[src/rtl/dsu_pkg.sv]
package dsu_pkg;
   localparam int WORD_W = 16;

   typedef enum logic [1:0] {
      OP_NONE       = 2'd0,
      OP_RESET      = 2'd1,
      OP_SENSE_INT  = 2'd2,
      OP_SENSE_STAT = 2'd3
   } dsu_op_e;

   typedef enum logic [1:0] {
      MODE_VECTOR  = 2'd0,
      MODE_POINT   = 2'd1,
      MODE_CHAR    = 2'd2,
      MODE_CHAR_LG = 2'd3
   } dsu_mode_e;

   // status word bit positions (decoded by host software)
   localparam int SB_ORDER   = 0;
   localparam int SB_KEY     = 1;
   localparam int SB_DETIRQ  = 2;
   localparam int SB_DETSTAT = 4;
   localparam int SB_PENSW   = 7;
   localparam int SB_BUSY    = 8;
   localparam int SB_CHAR    = 9;
   localparam int SB_POINT   = 10;
   localparam int SB_DISP    = 14;
   localparam int CB_CLRIRQ  = 8;

   localparam logic [WORD_W-1:0] RSVD_MASK = 16'h3868;
   localparam logic [WORD_W-1:0] BUSY_WORD = 16'h0100;
   localparam logic [WORD_W-1:0] SINT_WORD = 16'h0010;
   localparam logic [1:0]        DISP_RST  = 2'b01;

   localparam int NSRC = 3; // [0] order, [1] key, [2] detect
endpackage

[src/rtl/dsu_ctrl_regs.sv]
module dsu_ctrl_regs
   import dsu_pkg::*;
#(
   parameter int DEFL_W     = 10,
   parameter int IND_COPIES = 2
) (
   input  logic                         clk,
   input  logic                         rst_n,
   input  logic                         soft_rst,
   input  logic [WORD_W-1:0]            soft_data,
   input  logic                         cfg_we,
   input  logic [1:0]                   cfg_mode,
   input  logic                         cfg_pen_det,
   input  logic                         cfg_pen_irq,
   input  logic                         defl_we,
   input  logic [DEFL_W-1:0]            defl_x_in,
   input  logic [DEFL_W-1:0]            defl_y_in,
   output dsu_mode_e                    mode_q,
   output logic                         pen_det_q,
   output logic                         pen_irq_q,
   output logic [DEFL_W-1:0]            defl_x_q,
   output logic [DEFL_W-1:0]            defl_y_q,
   output logic [IND_COPIES*WORD_W-1:0] ind_q
);
   localparam logic [DEFL_W-1:0] DEFL_MID = {1'b1, {(DEFL_W-1){1'b0}}};

   always_ff @(posedge clk or negedge rst_n) begin
      if (!rst_n) begin
         mode_q    <= MODE_VECTOR;
         pen_det_q <= 1'b0;
         pen_irq_q <= 1'b0;
      end else if (soft_rst) begin
         mode_q    <= MODE_VECTOR;
         pen_det_q <= 1'b0;
         pen_irq_q <= 1'b0;
      end else if (cfg_we) begin
         mode_q    <= dsu_mode_e'(cfg_mode);
         pen_det_q <= cfg_pen_det;
         pen_irq_q <= cfg_pen_irq;
      end
   end

   always_ff @(posedge clk or negedge rst_n) begin
      if (!rst_n) begin
         defl_x_q <= DEFL_MID;
         defl_y_q <= DEFL_MID;
      end else if (soft_rst) begin
         defl_x_q <= DEFL_MID;
         defl_y_q <= DEFL_MID;
      end else if (defl_we) begin
         defl_x_q <= defl_x_in;
         defl_y_q <= defl_y_in;
      end
   end

   for (genvar g = 0; g < IND_COPIES; g++) begin : g_ind
      always_ff @(posedge clk or negedge rst_n) begin
         if (!rst_n)        ind_q[g*WORD_W +: WORD_W] <= '0;
         else if (soft_rst) ind_q[g*WORD_W +: WORD_W] <= soft_data;
      end

      AST_IND_MIRROR: assert property (@(posedge clk) disable iff (!rst_n)
         soft_rst |=> ind_q[g*WORD_W +: WORD_W] == $past(soft_data));
   end

   AST_DEFL_MID: assert property (@(posedge clk) disable iff (!rst_n)
      soft_rst |=> (defl_x_q == DEFL_MID && defl_y_q == DEFL_MID));

   AST_MODE_RST: assert property (@(posedge clk) disable iff (!rst_n)
      soft_rst |=> (mode_q == MODE_VECTOR && !pen_det_q && !pen_irq_q));
endmodule

[src/rtl/dsu_irq_state.sv]
module dsu_irq_state
   import dsu_pkg::*;
(
   input  logic            clk,
   input  logic            rst_n,
   input  logic            soft_rst,
   input  logic            stat_read,
   input  logic            clr_irq,
   input  logic            pen_det,
   input  logic            pen_irq,
   input  logic            ev_regen_start,
   input  logic            ev_order,
   input  logic            ev_key,
   input  logic            ev_pen_detect,
   input  logic [1:0]      ev_disp,
   input  logic            ev_timer,
   input  logic            pen_switch,
   output logic [NSRC-1:0] pend_q,
   output logic            det_stat_q,
   output logic            pensw_q,
   output logic            busy_q,
   output logic [1:0]      disp_q
);
   logic det_en, det_int, det_def, any_new, rd_ok;

   assign det_en  = ev_pen_detect & pen_det;
   assign det_int = det_en & pen_irq;
   assign det_def = det_en & ~pen_irq;
   assign any_new = ev_order | ev_key | det_int;
   assign rd_ok   = stat_read & ~busy_q;

   always_ff @(posedge clk or negedge rst_n) begin
      if (!rst_n) begin
         pend_q     <= '0;
         det_stat_q <= 1'b0;
         pensw_q    <= 1'b0;
         busy_q     <= 1'b0;
         disp_q     <= DISP_RST;
      end else if (soft_rst) begin
         pend_q     <= '0;
         det_stat_q <= 1'b0;
         pensw_q    <= 1'b0;
         busy_q     <= 1'b0;
         disp_q     <= DISP_RST;
      end else begin
         pend_q <= ((rd_ok && clr_irq) ? '0 : pend_q) | {det_int, ev_key, ev_order};
         if (det_def)
            det_stat_q <= 1'b1;
         else if (det_int || (rd_ok && det_stat_q))
            det_stat_q <= 1'b0;
         if (any_new)
            busy_q <= 1'b0;
         else if (ev_regen_start && pend_q == '0)
            busy_q <= 1'b1;
         if (ev_timer) pensw_q <= pen_switch;
         if (det_int)  disp_q  <= ev_disp;
      end
   end

   AST_BUSY_NO_IRQ: assert property (@(posedge clk) disable iff (!rst_n)
      busy_q |-> pend_q == '0);

   AST_DETSTAT_CLR: assert property (@(posedge clk) disable iff (!rst_n)
      (det_int && !soft_rst) |=> !det_stat_q);

   AST_DISP_RST: assert property (@(posedge clk) disable iff (!rst_n)
      soft_rst |=> disp_q == DISP_RST);
endmodule

[src/rtl/dsu_rsp.sv]
module dsu_rsp
   import dsu_pkg::*;
(
   input  logic              clk,
   input  logic              rst_n,
   input  logic              is_reset,
   input  logic              is_sint,
   input  logic              is_sstat,
   input  logic              host_lvl,
   input  logic [NSRC-1:0]   pend,
   input  logic              det_stat,
   input  logic              pensw,
   input  logic              busy,
   input  dsu_mode_e         mode,
   input  logic [1:0]        disp,
   output logic              rsp_vld,
   output logic [WORD_W-1:0] rsp_data,
   output logic              irq_req
);
   logic [WORD_W-1:0] word;
   logic              sint_go;

   always_comb begin
      word                    = '0;
      word[SB_ORDER]          = pend[0];
      word[SB_KEY]            = pend[1];
      word[SB_DETIRQ]         = pend[2];
      word[SB_DETSTAT]        = det_stat;
      word[SB_PENSW]          = pensw;
      word[SB_CHAR]           = mode[1];
      word[SB_POINT]          = (mode == MODE_POINT);
      word[SB_DISP +: 2]      = disp;
   end

   assign sint_go = is_sint & host_lvl & (|pend);
   assign irq_req = (|pend) & ~busy;

   always_ff @(posedge clk or negedge rst_n) begin
      if (!rst_n) begin
         rsp_vld  <= 1'b0;
         rsp_data <= '0;
      end else if (is_reset) begin
         rsp_vld  <= 1'b1;
         rsp_data <= '0;
      end else if (sint_go) begin
         rsp_vld  <= 1'b1;
         rsp_data <= SINT_WORD;
      end else if (is_sstat) begin
         rsp_vld  <= 1'b1;
         rsp_data <= busy ? BUSY_WORD : word;
      end else begin
         rsp_vld  <= 1'b0;
         rsp_data <= '0;
      end
   end

   AST_BUSY_MASK: assert property (@(posedge clk) disable iff (!rst_n)
      (is_sstat && busy) |=> (rsp_vld && rsp_data == BUSY_WORD));

   AST_SINT_NOOP: assert property (@(posedge clk) disable iff (!rst_n)
      (is_sint && !(host_lvl && pend != '0)) |=> !rsp_vld);

   AST_RSVD_ZERO: assert property (@(posedge clk) disable iff (!rst_n)
      rsp_vld |-> (rsp_data & RSVD_MASK) == '0);

   AST_RSP_CAUSE: assert property (@(posedge clk) disable iff (!rst_n)
      rsp_vld |-> $past(is_reset || is_sint || is_sstat));
endmodule

[src/rtl/disp_status_unit.sv]
module disp_status_unit
   import dsu_pkg::*;
#(
   parameter int DEFL_W     = 10,
   parameter int IND_COPIES = 2
) (
   input  logic                         clk,
   input  logic                         rst_n,
   input  logic                         cmd_vld,
   input  logic [1:0]                   cmd_op,
   input  logic [4:0]                   cmd_dev,
   input  logic [15:0]                  cmd_data,
   input  logic                         host_lvl_act,
   input  logic                         cfg_we,
   input  logic [1:0]                   cfg_mode,
   input  logic                         cfg_pen_det,
   input  logic                         cfg_pen_irq,
   input  logic                         defl_we,
   input  logic [DEFL_W-1:0]            defl_x_in,
   input  logic [DEFL_W-1:0]            defl_y_in,
   input  logic                         ev_regen_start,
   input  logic                         ev_order_irq,
   input  logic                         ev_key_irq,
   input  logic                         ev_pen_detect,
   input  logic [1:0]                   ev_pen_disp,
   input  logic                         ev_timer_start,
   input  logic                         pen_switch,
   output logic                         rsp_vld,
   output logic [15:0]                  rsp_data,
   output logic                         irq_req,
   output logic                         busy,
   output logic [DEFL_W-1:0]            defl_x,
   output logic [DEFL_W-1:0]            defl_y,
   output logic [IND_COPIES*16-1:0]     ind
);
   if (DEFL_W < 2 || DEFL_W > 16) begin : g_bad_defl
      $error("DEFL_W must lie in 2..16");
   end
   if (IND_COPIES < 1 || IND_COPIES > 8) begin : g_bad_ind
      $error("IND_COPIES must lie in 1..8");
   end

   dsu_op_e        op;
   logic           is_reset, is_sint, is_sstat;
   dsu_mode_e      mode_q;
   logic           pen_det_q, pen_irq_q;
   logic [NSRC-1:0] pend_q;
   logic           det_stat_q, pensw_q;
   logic [1:0]     disp_q;
   logic           unused_dev;

   assign unused_dev = ^cmd_dev; // device address is never decoded
   assign op        = dsu_op_e'(cmd_op);
   assign is_reset  = cmd_vld && op == OP_RESET;
   assign is_sint   = cmd_vld && op == OP_SENSE_INT;
   assign is_sstat  = cmd_vld && op == OP_SENSE_STAT;

   dsu_ctrl_regs #(.DEFL_W(DEFL_W), .IND_COPIES(IND_COPIES)) u_regs (
      .clk        (clk),
      .rst_n      (rst_n),
      .soft_rst   (is_reset),
      .soft_data  (cmd_data),
      .cfg_we     (cfg_we),
      .cfg_mode   (cfg_mode),
      .cfg_pen_det(cfg_pen_det),
      .cfg_pen_irq(cfg_pen_irq),
      .defl_we    (defl_we),
      .defl_x_in  (defl_x_in),
      .defl_y_in  (defl_y_in),
      .mode_q     (mode_q),
      .pen_det_q  (pen_det_q),
      .pen_irq_q  (pen_irq_q),
      .defl_x_q   (defl_x),
      .defl_y_q   (defl_y),
      .ind_q      (ind)
   );

   dsu_irq_state u_irq (
      .clk           (clk),
      .rst_n         (rst_n),
      .soft_rst      (is_reset),
      .stat_read     (is_sstat),
      .clr_irq       (cmd_data[CB_CLRIRQ]),
      .pen_det       (pen_det_q),
      .pen_irq       (pen_irq_q),
      .ev_regen_start(ev_regen_start),
      .ev_order      (ev_order_irq),
      .ev_key        (ev_key_irq),
      .ev_pen_detect (ev_pen_detect),
      .ev_disp       (ev_pen_disp),
      .ev_timer      (ev_timer_start),
      .pen_switch    (pen_switch),
      .pend_q        (pend_q),
      .det_stat_q    (det_stat_q),
      .pensw_q       (pensw_q),
      .busy_q        (busy),
      .disp_q        (disp_q)
   );

   dsu_rsp u_rsp (
      .clk     (clk),
      .rst_n   (rst_n),
      .is_reset(is_reset),
      .is_sint (is_sint),
      .is_sstat(is_sstat),
      .host_lvl(host_lvl_act),
      .pend    (pend_q),
      .det_stat(det_stat_q),
      .pensw   (pensw_q),
      .busy    (busy),
      .mode    (mode_q),
      .disp    (disp_q),
      .rsp_vld (rsp_vld),
      .rsp_data(rsp_data),
      .irq_req (irq_req)
   );

   AST_IRQ_BUSY: assert property (@(posedge clk) disable iff (!rst_n)
      $rose(busy) |-> !irq_req);
endmodule

[config.mk]
export PLATFORM = sky130hd
export DESIGN_NAME = disp_status_unit
export DESIGN_NICKNAME = d
export VERILOG_FILES = /design/src/rtl/dsu_pkg.sv /design/src/rtl/dsu_ctrl_regs.sv /design/src/rtl/dsu_irq_state.sv /design/src/rtl/dsu_rsp.sv /design/src/rtl/disp_status_unit.sv
export SDC_FILE = /design/constraint.sdc
export NUM_CORES = 1
export LEC_CHECK = 0
export ABC_AREA = 1
export BUFFER_PORTS_ARGS = -buffer_cell sky130_fd_sc_hd__buf_2
export CORE_ASPECT_RATIO = 2
export CORE_MARGIN = 5
export CORE_UTILIZATION = 50
export CTS_BUF_LIST = sky130_fd_sc_hd__clkbuf_4 sky130_fd_sc_hd__clkbuf_8
export DETAILED_ROUTE_END_ITERATION = 6
export PLACE_DENSITY = 0.87
export SYNTH_ARGS = -nofsm -noshare
export SYNTH_HDL_FRONTEND = slang
export SYNTH_HIERARCHICAL = 1
export SYNTH_SLANG_ARGS = --single-unit
[constraint.sdc]
create_clock -name clk -period 1.5 [get_ports clk]
set_input_delay 0.075 -clock clk [delete_from_list [all_inputs] [get_ports clk]]
set_output_delay 0.075 -clock clk [all_outputs]
set_load 0.05 [all_outputs]
==> out/metrics.yaml <==
outcome:
  status: "completed"
clock_tree:
  ctsResizeCount: 0
  clock_path_buffers: 2
  clk_pin_slew_ps: 60
  cts-root-buf: "clkbuf_8"
  numClockSinks: 59
  cts_tree: "built"
  cts_inserted_buffers: 9
  cts_max_level: 3
  clk_latency_ps: 330
min_path:
  whs_path_depth: 3
  hold_class: "primary input to register"
  hp-start: "ev_pen_detect"
  min_to: "u_irq/det_stat_q"
critical_path:
  critPathMaxFanout: 4
  crit_arrival_ps: 1290
  r2r_setup_slack_ps: 240
  crit_path_end_kind: "output port"
  cp.required_ps: 1420
  reg2reg_depth: 3
  crit_start: "u_irq/pend_q[0]"
  worstReg2RegStart: "u_irq/pensw_q"
  crit_type: "register to output port"
  timing.rr.end: "u_irq/pensw_q"
  start_kind: "register"
logic_synthesis:
  synth.distinct_cells: 19
  yosysWarningCount: 6
  synth.top_cell.area_share_pct: 54.77
  synth_area_leaders: "dfrtp_1, nand2_1, buf_4"
  yosys.area.top_type: "dfrtp_1"
  synth_area_um2: 2559
  syn_avg_cell_area_um2: 8.823
  ys_seq_elements: 59
  synth_cells: 290
  yosysSeqAreaShare_pct: 57.85
finish:
  num_antenna_cells: 0
  final_area_um2: 3756
  drive_above_1_share_pct: 34.00
  area_growth_pct: 46.80
  multi_input_area_um2: 814.5
  seqCellArea_um2: 1480
  n_fill_cell: 355
  fin_nets: 506
power_and_ir_drop:
  switching_share_pct: 36.43
  p_int_uw: 3156
  netSwitchingPower_uw: 1809
  ir_worst_vdd_mv: 1.124
  pwr-share-comb_pct: 29.5
  clkPwrFrac_pct: 32.5
  leakage_uw: 0.002141
  power_density_nw_per_um2: 1322
  seq_power_share_pct: 38.0
global_route:
  grt_start_max_net_pins: 39
  grt-ovfl-total: 0
  grt.total_usage_pct: 22.96
  grt_pass1_vias: 2659
  grt_pass1_wl_um: 11750
  antenna_found_initial: 0
sta:
  timing.final.ws_setup_ps: 138.6
  relSlewSlack_pct: 42.18
  setup_viol: 0
  slew_viol_final: 0
  finalSetupTns_ps: 0
  hold_viol: 0
  finalCriticalPeriod_ps: 1361
  fin_skew_ps: 8.415
  fin_crit_sh_pct: 90.76
  worst_slew_pin_slew_ps: 866.4
  fmax_mhz: 734.5
  rsz0062_at_grt: "no"
routing:
  final_antenna_net_count: 0
  post-route-drc-count: 0
  wl_per_cell_um: 14.52
  first_pass_iters: 5
  vias: 2528
  viasPerCell: 4.976
  routed_wl_um: 7377
  drt-initial-drc-count: 157
job:
  max-cap-violations: 0
placed_design:
  placed_area_um2: 3057
  gp_congestion: 0.7782
  preCtsSetupSlack_ps: -167.3
  portBuffers: 120
  dp_hpwl_um: 4560
floorplan:
  ios: 132
  coreArea_um2: 5046
  start_util_pct: 50.71
  die_x_um: 60.59
  die_h_um: 111.2
  die_area_um2: 6735
  rows: 37
==> worst max-delay path, stage by stage, from the launching register on <==
cell     delay [ps]
dfrtp_1         420
nor2_1          250
a21oi_2          90
buf_2           220
==> worst max-delay path by stage <==
stage / to / slack (ps) / cells past startpoint
floorplan: irq_req / 280 / 1
finish: irq_req / 140 / 3
detailed placement: u_regs/defl_x_q[0] / -170 / 6
global route: u_irq/pensw_q / 90 / 8
global placement: u_regs/defl_x_q[9] / -130 / 6
CTS: irq_req / 130 / 3
==> power groups by stage <==
| stage | combinational (uW) | clock [uW] | sequential, uW |
|---|---|---|---|
| finish | 1470 | 1610 | 1890 |
| global route | 1560 | 1720 | 1910 |
| CTS | 1450 | 1650 | 1880 |
| detailed placement | 1360 | 0 | 1900 |
| global placement | 1330 | 0 | 1900 |
| floorplan | 627 | 0 | 2360 |
==> state kept, by name, indices dropped and copies added, names as in the netlist, 2 cells and up <==
name / flops
u_irq/disp_q: 2
u_regs/defl_y_q: 10
u_rsp/rsp_data: 10
u_irq/pend_q: 3
u_regs/mode_q: 2
u_regs/defl_x_q: 10
u_regs/ind_q: 16
==> final cells by class <==
class                   count  area share [%]
clock buffers              11           4.031
inverters                  13           1.299
clock inverters             5           1.999
repair buffers            171           29.65
flip-flops and latches     59           39.41
multi-input cells         191           21.69
well taps                  58           1.932
==> what timing repair did <==
action / 4_1_cts / 5_1_grt
setup endpoints to repair: 0 / 0
hold buffers: 47 / 0
setup buffers: 0 / 0
endpoints found under the hold margin: 63 / 0
==> routing by layer <==
metal | track usage (%) | part of all wire (%) | vias up
li1 | - | - | 1187
met1 | 26.94 | 36 | 1185
met2 | 37.38 | 52 | 142
met3 | 7.692 | 9.9 | 14
met4 | 8.973 | 1.8 | 0
met5 | 0 | 0 | -
==> logic make-up after synthesis <==
| group | after synthesis | share of synthesized area, % |
|---|---|---|
| DFF | 59 | 57.85 |
| AOI/OAI and AO/OA | 13 | 2.689 |
| other | 1 | 0.1466 |
| buffers and inverters | 45 | 11.39 |
| and+or+nand+nor | 172 | 27.92 |
==> stage by stage <==
| stage | instances | util, % | hold WS, ps | power (uW) |
|---|---|---|---|---|
| after CTS | 508 | 74.39 | 12.51 | 4980 |
| after global routing | 508 | 74.44 | 44.94 | 5187 |
| after global placement | 445 | 60.58 | 90.91 | 3234 |
| after detailed placement | 445 | 60.58 | 94.57 | 3261 |
| final | 508 | 74.44 | 26.80 | 4965 |
| after floorplan | 295 | - | -220.6 | 2990 |
==> synthesized netlist by cell type <==
library cell	number
a21oi_1	9
a21oi_2	1
buf_2	5
buf_4	23
buf_6	4
conb_1	1
dfrtp_1	56
dfstp_2	3
inv_1	11
inv_2	2
nand2_1	115
nand2_2	1
nand3_1	34
nand3_4	1
nor2_1	19
nor2_2	1
nor2_4	1
o21ai_0	1
o21ai_1	2
==> placed cells by master (no fill, tap or decap), drive strengths merged <==
cell type / instances
buf: 124
a21oi: 10
conb: 6
nand2: 116
bufinv: 2
nor2: 21
dlygate4sd3: 47
inv: 13
clkbuf: 11
o21ai: 3
nand3: 35
dfstp: 3
dfrtp: 56
clkinv: 3
Note: power is estimated with default switching activity, not from simulation.
